## config.mk

```make
export PLATFORM = sky130hd
export DESIGN_NAME = qpwm_gen
export DESIGN_NICKNAME = d
export VERILOG_FILES = /design/src/rtl/qpwm_pkg.sv /design/src/rtl/qpwm_queue.sv /design/src/rtl/qpwm_timer.sv /design/src/rtl/qpwm_gen.sv
export SDC_FILE = /design/constraint.sdc
export NUM_CORES = 1
export LEC_CHECK = 0
export CORE_AREA = 2 2 110 112
export DETAILED_ROUTE_END_ITERATION = 8
export DIE_AREA = 0 0 112 114
export PLACE_DENSITY_LB_ADDON = 0.2
export SLEW_MARGIN = 40
export SYNTH_ARGS = -nofsm -noshare
export SYNTH_HDL_FRONTEND = slang
export SYNTH_SLANG_ARGS = --single-unit
```

## constraint.sdc

```tcl
create_clock -name clk -period 4.8 [get_ports clk]
set_clock_uncertainty 0.05 [all_clocks]
set_input_delay 0.72 -clock clk [delete_from_list [all_inputs] [get_ports clk]]
set_output_delay 0.72 -clock clk [all_outputs]
set_load 0.01 [all_outputs]
```

## src/rtl/qpwm_pkg.sv

```systemverilog
package qpwm_pkg;
   localparam int QP_AW = 2;
   typedef enum logic [QP_AW-1:0] {
      QP_PERIOD = 2'd0,
      QP_SAMPLE = 2'd1,
      QP_STATUS = 2'd2
   } qp_reg_e;
endpackage

```

## src/rtl/qpwm_queue.sv

```systemverilog
module qpwm_queue #(
   parameter int DW    = 16,
   parameter int DEPTH = 4,
   localparam int PTRW = (DEPTH > 1) ? $clog2(DEPTH) : 1,
   localparam int CNTW = $clog2(DEPTH + 1)
) (
   input  logic            clk,
   input  logic            rst_n,
   input  logic            push,
   input  logic [DW-1:0]   push_data,
   input  logic            pop,
   input  logic            flush,
   output logic [DW-1:0]   head,
   output logic [CNTW-1:0] count,
   output logic            drop
);
   logic [DW-1:0]   mem [DEPTH];
   logic [PTRW-1:0] wptr, rptr;
   logic            full, accept, take;

   assign full   = (count == CNTW'(DEPTH));
   assign accept = push && !full && !flush;
   assign drop   = push && full && !flush;
   assign take   = pop && (count != '0) && !flush;
   assign head   = mem[rptr];

   always_ff @(posedge clk or negedge rst_n) begin
      if (!rst_n) begin
         for (int i = 0; i < DEPTH; i++) mem[i] <= '0;
         wptr  <= '0;
         rptr  <= '0;
         count <= '0;
      end else if (flush) begin
         wptr  <= '0;
         rptr  <= '0;
         count <= '0;
      end else begin
         if (accept) begin
            mem[wptr] <= push_data;
            wptr      <= wptr + PTRW'(1);
         end
         if (take) rptr <= rptr + PTRW'(1);
         case ({accept, take})
            2'b10:   count <= count + CNTW'(1);
            2'b01:   count <= count - CNTW'(1);
            default: count <= count;
         endcase
      end
   end

   assert_count_max_R4: assert property (@(posedge clk) disable iff (!rst_n)
      count <= CNTW'(DEPTH));
   assert_full_drop_R3: assert property (@(posedge clk) disable iff (!rst_n)
      (push && full && !pop && !flush) |=> (count == CNTW'(DEPTH)));
   assert_flush_empty_R9: assert property (@(posedge clk) disable iff (!rst_n)
      flush |=> (count == '0));
endmodule

```

## src/rtl/qpwm_timer.sv

```systemverilog
module qpwm_timer #(
   parameter int DW      = 16,
   parameter bit OUT_REG = 1'b0
) (
   input  logic          clk,
   input  logic          rst_n,
   input  logic          tick,
   input  logic          running,
   input  logic          live,
   input  logic          start,
   input  logic [DW-1:0] period,
   input  logic          q_avail,
   input  logic [DW-1:0] q_head,
   output logic          pop,
   output logic [DW-1:0] active,
   output logic          pwm
);
   logic [DW-1:0] cnt, lim;
   logic          adv, wrap, level;

   assign lim   = period + DW'(1);
   assign wrap  = (cnt >= lim);
   assign adv   = live && tick;
   assign pop   = q_avail && (start || (adv && wrap));
   assign level = running && (cnt < active);

   always_ff @(posedge clk or negedge rst_n) begin
      if (!rst_n) begin
         cnt    <= '0;
         active <= '0;
      end else if (start) begin
         cnt <= '0;
         if (q_avail) active <= q_head;
      end else if (adv) begin
         if (wrap) begin
            cnt <= '0;
            if (q_avail) active <= q_head;
         end else begin
            cnt <= cnt + DW'(1);
         end
      end
   end

   generate
      if (OUT_REG) begin : g_out_reg
         logic pwm_q;
         always_ff @(posedge clk or negedge rst_n) begin
            if (!rst_n) pwm_q <= 1'b0;
            else        pwm_q <= level;
         end
         assign pwm = pwm_q;
      end else begin : g_out_comb
         assign pwm = level;
      end
   endgenerate

   assert_wrap_zero_R2: assert property (@(posedge clk) disable iff (!rst_n)
      (adv && wrap && !start) |=> (cnt == '0));
   assert_duty_boundary_R5: assert property (@(posedge clk) disable iff (!rst_n)
      (running && !start && !(adv && wrap)) |=> $stable(active));
   assert_freeze_R10: assert property (@(posedge clk) disable iff (!rst_n)
      (running && !tick && !start) |=> $stable(cnt));
endmodule

```

## src/rtl/qpwm_gen.sv

```systemverilog
module qpwm_gen
   import qpwm_pkg::*;
#(
   parameter int DW      = 16,
   parameter int DEPTH   = 4,
   parameter bit OUT_REG = 1'b0,
   localparam int CNTW   = $clog2(DEPTH + 1)
) (
   input  logic             clk,
   input  logic             rst_n,
   input  logic             clk_en,
   input  logic             run_en,
   input  logic             wr_en,
   input  logic [QP_AW-1:0] wr_addr,
   input  logic [DW-1:0]    wr_data,
   input  logic [QP_AW-1:0] rd_addr,
   output logic [DW-1:0]    rd_data,
   output logic             pwm_out
);
   generate
      if (DEPTH < 2 || (DEPTH & (DEPTH - 1)) != 0) begin : g_bad_depth
         $error("qpwm_gen: DEPTH must be a power of two of at least 2");
      end
      if (DW < CNTW + 2) begin : g_bad_width
         $error("qpwm_gen: DW too narrow for the status word");
      end
   endgenerate

   localparam logic [DW-1:0] PMAX = {{(DW-1){1'b1}}, 1'b0};

   logic            running, start, stop, live;
   logic [DW-1:0]   period_q, head, active;
   logic [CNTW-1:0] count;
   logic            ovf, drop, pop, push, clr_ovf;

   assign start   = run_en && !running;
   assign stop    = !run_en && running;
   assign live    = run_en && running;
   assign push    = wr_en && (wr_addr == QP_SAMPLE);
   assign clr_ovf = wr_en && (wr_addr == QP_STATUS) && wr_data[CNTW];

   always_ff @(posedge clk or negedge rst_n) begin
      if (!rst_n) begin
         running  <= 1'b0;
         period_q <= '0;
         ovf      <= 1'b0;
      end else begin
         running <= run_en;
         if (wr_en && (wr_addr == QP_PERIOD))
            period_q <= (wr_data == {DW{1'b1}}) ? PMAX : wr_data;
         if (drop)         ovf <= 1'b1;
         else if (clr_ovf) ovf <= 1'b0;
      end
   end

   qpwm_queue #(.DW(DW), .DEPTH(DEPTH)) u_queue (
      .clk       (clk),
      .rst_n     (rst_n),
      .push      (push),
      .push_data (wr_data),
      .pop       (pop),
      .flush     (stop),
      .head      (head),
      .count     (count),
      .drop      (drop)
   );

   qpwm_timer #(.DW(DW), .OUT_REG(OUT_REG)) u_timer (
      .clk     (clk),
      .rst_n   (rst_n),
      .tick    (clk_en),
      .running (running),
      .live    (live),
      .start   (start),
      .period  (period_q),
      .q_avail (count != '0),
      .q_head  (head),
      .pop     (pop),
      .active  (active),
      .pwm     (pwm_out)
   );

   always_comb begin
      rd_data = '0;
      case (rd_addr)
         QP_PERIOD: rd_data = period_q;
         QP_SAMPLE: rd_data = running ? ((count != '0) ? head : active) : '0;
         QP_STATUS: rd_data = {{(DW-CNTW-1){1'b0}}, ovf, count};
         default:   rd_data = '0;
      endcase
   end

   assert_period_clamp_R1: assert property (@(posedge clk) disable iff (!rst_n)
      period_q != {DW{1'b1}});
   assert_ovf_sticky_R3: assert property (@(posedge clk) disable iff (!rst_n)
      (ovf && !clr_ovf) |=> ovf);
   assert_stop_low_R9: assert property (@(posedge clk) disable iff (!rst_n)
      (!run_en && !OUT_REG) |=> !pwm_out);
endmodule

```

Yosys cells after proc, flatten, opt, wreduce, memory -nomap -nowiden
Index checks and enable logic that the tools add are counted.
{"block": "totals", "reg_bits": 121, "elab_cells": 92, "output_inout_bits": 17}
{"block": "classes", "n_mux": 24, "n_bitwise": 3, "eq_ne": 8, "add_sub_neg": 6, "magnitude_cmp": 5, "n_reduce_logical": 34}
{"operator": "$mux W16", "count": 12}
{"operator": "$bwmux W64", "count": 1}
{"operator": "$pmux W16 S3", "count": 1}
{"operator": "$add A16 B1 Y16 const B", "count": 2}
{"operator": "$bmux W16 S2", "count": 1}
{"operator": "$demux W16 S2", "count": 1}
{"operator": "$logic_and A1 B1 Y1", "count": 18}
{"operator": "$eq A16 B16 Y1 const B", "count": 1}
{"operator": "$ge A16 B16 Y1", "count": 1}
{"operator": "$lt A16 B16 Y1", "count": 1}
{"operator": "$reduce_bool A2 Y1", "count": 5}
{"operator": "$mux W2", "count": 4}
{"operator": "$eq A2 B1 Y1 const B", "count": 3}
{"operator": "$eq A2 B2 Y1 const B", "count": 3}
{"operator": "$ge A3 B3 Y1 const B", "count": 2}
{"operator": "$not A2 Y3", "count": 2}
{"operator": "$pmux W3 S2", "count": 1}
{"operator": "$reduce_bool A3 Y1", "count": 2}
{"operator": "$add A2 B1 Y2 const B", "count": 2}
{"operator": "$logic_not A1 Y1", "count": 4}
{"operator": "$logic_not A2 Y1", "count": 2}
{"operator": "$reduce_and A2 Y1", "count": 2}
{"operator": "$add A3 B1 Y3 const B", "count": 1}
{"operator": "$eq A3 B3 Y1 const B", "count": 1}
{"operator": "other kinds (6)", "count": 7}

Longest topological paths before layout
{"block": "depth", "depth_word": 10, "ltp_mapped": 17}

Cells and area by module
A second synthesis with hierarchy kept.
{"block": "unflattened", "hier_cells": 568, "area_unflattened_um2": 7068.0}
{"module": "qpwm_queue", "cells_per_inst": 218, "area_per_inst_um2": 3483.3, "seq_area_each_um2": 1776.7, "instances": 1}
{"module": "qpwm_timer", "cells_per_inst": 244, "area_per_inst_um2": 2416.1, "seq_area_each_um2": 800.8, "instances": 1}
{"module": "qpwm_gen", "cells_per_inst": 106, "area_per_inst_um2": 1168.6, "seq_area_each_um2": 450.4, "instances": 1}

Worst setup path before layout
No wires, ideal clock.
{"block": "synth_timing", "kind": "register -> register", "from": "register period_q[2]", "to": "register u_queue.count[2]", "t_required_ns": 4.684, "t_arrival_ns": 3.665, "path_stages_with_launch": 17, "path_slack_ns": 1.018, "path_cell_list": "dfrtp_1 -> and3_1 -> and3_1 -> and2_1 -> and3_1 -> nand3_1 -> xor2_1 -> ha_1 -> nand4_1 -> nor3_2 -> o2111ai_2 -> a31oi_2 -> and2_1 -> fa_1 -> mux4_2 -> mux2i_1 -> a32o_2"}
{"block": "synth_via", "elab_chain_cells": 10, "word_cells_on_any_way": 12, "cone_classes": "add/sub (1); order compare (1); eq/ne (2); mux (2); reduce/logical (6)"}
{"element": "start: declaration", "line": "qpwm_gen.sv:32", "rtl": "logic [DW-1:0] period_q, head, active;"}
{"element": "start signal: assignment", "line": "qpwm_gen.sv:50", "rtl": "period_q <= (wr_data == {DW{1'b1}}) ? PMAX : wr_data;"}
{"element": "$add A16 B1 Y16 *", "line": "qpwm_timer.sv:21", "rtl": "assign lim = period + DW'(1);"}
{"element": "$ge A16 B16 Y1 *", "line": "qpwm_timer.sv:22", "rtl": "assign wrap = (cnt >= lim);"}
{"element": "$logic_and A1 B1 Y1 *", "line": "qpwm_timer.sv:24", "rtl": "assign pop = q_avail && (start || (adv && wrap));"}
{"element": "$logic_or A1 B1 Y1 *", "line": "qpwm_timer.sv:24"}
{"element": "$logic_and A1 B1 Y1 *", "line": "qpwm_timer.sv:24"}
{"element": "$logic_and A1 B1 Y1 * (2 in series)", "line": "qpwm_queue.sv:24", "rtl": "assign take = pop && (count != '0) && !flush;"}
{"element": "$eq A2 B1 Y1 / $eq A2 B2 Y1 (equally long branches)", "line": "qpwm_queue.sv:43", "rtl": "case ({accept, take})"}
{"element": "$pmux W3 S2", "line": "qpwm_queue.sv:43"}
{"element": "$mux W3", "line": "qpwm_queue.sv:33", "rtl": "end else if (flush) begin"}
{"element": "end signal: assignment", "line": "qpwm_queue.sv:44", "rtl": "2'b10: count <= count + CNTW'(1);"}
{"element": "end signal: assignment", "line": "qpwm_queue.sv:45", "rtl": "2'b01: count <= count - CNTW'(1);"}
{"element": "end signal: assignment", "line": "qpwm_queue.sv:46", "rtl": "default: count <= count;"}
{"element": "end: declaration", "line": "qpwm_queue.sv:14", "rtl": "output logic [CNTW-1:0] count,"}
Mark *: on every way between the ends. The rest lies on a longest branch, timed or not.
A chain may end at the register's enable or synchronous reset.

Worst setup path in the final report
Same ends and word-level chain as after synthesis.

==> qor.txt <==
Core area -> 11700 µm²
Total Neg Setup Slack -> 0 ns
Worst Hold Class -> in -> async
CP required -> 5.11 ns
Die height -> 114 µm
I/O Pins -> 42
Slew HR -> 45.5%
Clk pin slew, worst setup/hold paths -> 0.06 ns
Leak pwr -> 3.58 nW
CTS root buf -> clkbuf_16
Final Max Tran Viols -> 0
Crit Path Class -> reg -> reg
Final net count -> 694
Fraction of registers with async set or reset after synthesis -> 100%
Synth warn -> 0
Post-synthesis cell type count -> 54
Area Overhead vs Synth -> 17.5%
CP endpoint -> u_queue.count[2]
Seq pwr share -> 37.5%
Routed vias/inst -> 6.07
Switching Share -> 31.1%
VDD IR max -> 340 µV
Syn Nets -> 646
Iter 0 DRT Violations -> 306
GPL Wtd Cong -> 0.875
Post-Layout Cell Count -> 791
H-tree levels -> 4
First-pass GRT wire length -> 25.6 mm
Routed via count -> 4804
Worst slack, placed -> 0.631 ns
Setup ws final -> 0.603 ns
Hold_buf cts -> 0
Post-CTS resize count -> 0
Final HPWL DP -> 11.3 mm
Clock sinks -> 121
CP Capture Type -> flop
Largest net degree at the start of global routing -> 54
Clock share of power -> 32.2%
R2R depth -> 16
Design area -> 7960 µm²
CTS tree -> done
Clock latency on the worst-skew pair -> 0.42 ns
Final WL -> 15.8 mm
Placed cells -> 759
Critical-path top delay cell -> mux4_2
EDFF count, synth -> 0
Gate power share -> 30.3%
Synth Register Bits -> 121
Vias in the first global route -> 4925
DP Area -> 7330 µm²
Die area -> 12800 µm²
Net load switching power -> 0.00128 W
Core Util, Final -> 67.9%
Slew @ Worst Pin -> 0.816 ns
Total CTS buffers -> 17
Cell-internal power -> 0.00284 W
Ratio of final minimum period to clock period -> 87.4%
Synth Instances -> 583
Synthesized area -> 6770 µm²
Crit-path max FO -> 6
Power Density -> 518 nW/µm²
Die width -> 112 µm
CTS Buffer Depth -> 2
Site Rows -> 40
Post-CTS Setup Inserts -> 0
Drt pass-1 iters -> 7
Top FF cell, synth -> dfrtp_1
Reg2reg setup slack -> 0.60 ns
Most frequent CP cell -> and3_1
RSZ-0062 raised after global routing -> false
Min Tclk post-route -> 4.20 ns
Worst r2r src -> period_q[2]
Startpoint Class -> flop
Wirelength per Cell -> 19.9 µm
Grt ovf -> 0
Syn_area_per_cell -> 11.6 µm²
Share of layout cells above drive strength 1 -> 26.1%
Port buffer count -> 41
Initial Util -> 57.8%
Crit path from -> period_q[2]
Diodes inserted -> 0
Total GRT Usage -> 26.3%
DRC -> 0
Final Hold Viols -> 0
Initial antenna violation count -> 1
Crit-path cells -> and3_1, and3_1, and2_1, and3_1, nand3_1, xor2_1, ha_1, nand4_1, nor3_2, o2111ai_2, a31oi_2, and2_1, fa_1, mux4_2, mux2i_1, a32o_2
Sequential share of the synthesized area -> 44.7%
CP peak stage delay -> 0.50 ns
Status -> complete, no violations
# setup viols final -> 0
DRT antenna net count -> 0
Peak Freq -> 238 MHz
Crit Reg-Reg Endpoint -> u_queue.count[2]
Worst Path Arrival -> 4.51 ns
MaxCap Viol Count -> 0
==> layout by cell type (no fill, tap or decap), types with 10 or more instances in the layout <==
| cell type | synthesis | layout |
|---|---|---|
| nor2_1 | 32 | 32 |
| inv_1 | 22 | 22 |
| clkdlybuf4s50_1 | 0 | 40 |
| o21ai_0 | 27 | 27 |
| nand3_1 | 16 | 16 |
| nand2_1 | 43 | 43 |
| dfrtp_1 | 121 | 120 |
| mux2_2 | 97 | 97 |
| clkbuf_16 | 0 | 17 |
| nor2b_1 | 17 | 17 |
| xnor2_1 | 10 | 10 |
| mux4_2 | 17 | 17 |
| a21oi_1 | 23 | 23 |
| xor2_1 | 20 | 20 |
| ha_1 | 37 | 37 |
==> sequential cells by signal, summed over array words and instances, names as in the netlist <==
signal          flops
running             1
u_timer.active     16
u_queue.mem        64
u_queue.count       3
ovf                 1
u_queue.rptr        2
period_q           16
u_timer.cnt        16
u_queue.wptr        2
==> power groups by stage <==
stage	Clock [W]	Sequential (W)	Combinational [W]
6_report	0.00133	0.00155	0.00125
5_1_grt	0.00139	0.00158	0.00136
4_1_cts	0.00135	0.00154	0.00125
3_5_place_dp	0	0.00155	0.00124
3_3_place_gp	0	0.00152	0.00120
2_1_floorplan	0	0.00147	0.000909
==> metal layers <==
layer | up-vias | wire length [µm] | GRT usage [%]
met5 | - | 0 | 0
li1 | 2205 | - | -
met1 | 2415 | 7100 | 34.8
met3 | 38 | 750 | 6.38
met2 | 146 | 7570 | 42.7
met4 | 0 | 334 | 9.67
==> area by class of cell <==
type | instances | area, µm²
fillers | 867 | 3760
multi-input cells | 420 | 3580
clock inverters | 13 | 166
inverters | 23 | 86.3
clock buffers | 19 | 453
repair buffers | 48 | 460
flip-flops and latches | 121 | 3030
well taps | 147 | 184
==> cell families (layout without fill, tap and decap cells) <==
logic type	after synthesis	after routing	share of synthesized area, %
AOI/OAI and AO/OA	80	80	7.58
xor gates and xnor gates	30	30	3.88
adders and majority gates	38	38	7.13
buffers and inverters	42	103	2.48
DFF	121	121	44.7
muxes	117	117	22.2
and+or+nand+nor	155	155	12.0
==> worst min-delay path by stage <==
stage | depth (start not counted) | slack (ns) | startpoint | end
after floorplan | 0 | 0.37 | rst_n | ovf
after global placement | 1 | 0.43 | ovf | ovf
after detailed placement | 1 | 0.43 | ovf | ovf
after CTS | 1 | 0.23 | rst_n | u_timer.cnt[1]
after global routing | 1 | 0.24 | rst_n | u_timer.cnt[1]
final | 1 | 0.22 | rst_n | u_timer.cnt[1]
==> worst max-delay path, delay by kind of cell, from the launching register on <==
family                     cells  cell delay [ns]
AOI/OAI and AO/OA              3             0.79
xor gates and xnor gates       1             0.17
adders and majority gates      2             0.53
DFF                            1             0.43
muxes                          2             0.66
and+or+nand+nor                8             1.50
==> cells in the mapped netlist, types with 2 or more instances <==
cell      number  area [µm²]
and2_1         4        25.0
nor3_2         3        30.0
and3_1         9        56.3
a21oi_1       23         115
a2111o_1       2        22.5
inv_1         22        82.6
ha_1          37         463
dfrtp_1      121        3030
nand2b_1       5        31.3
nor4_1         2        12.5
clkbuf_1      10        37.5
nand4_1        9        56.3
nand2_1       43         161
o21ai_1        5        25.0
o21a_1         3        22.5
a21o_1         7        52.6
mux4_2        17         383
nand3_1       16        80.1
xor2_1        20         175
o21ai_0       27         135
or3_1          2        12.5
mux2i_1        3        30.0
buf_2          8        40.0
mux2_2        97        1090
xnor2_1       10        87.6
nor2b_1       17         106
nor2_1        32         120
and4_1         3        26.3
==> metrics by stage <==
step	hold slack (ns)	power, W
floorplan	0.374	0.00238
global placement	0.429	0.00272
detailed placement	0.431	0.00279
CTS	0.226	0.00413
global route	0.236	0.00433
finish	0.217	0.00412
No activity file was read; power rests on OpenSTA's default activity.
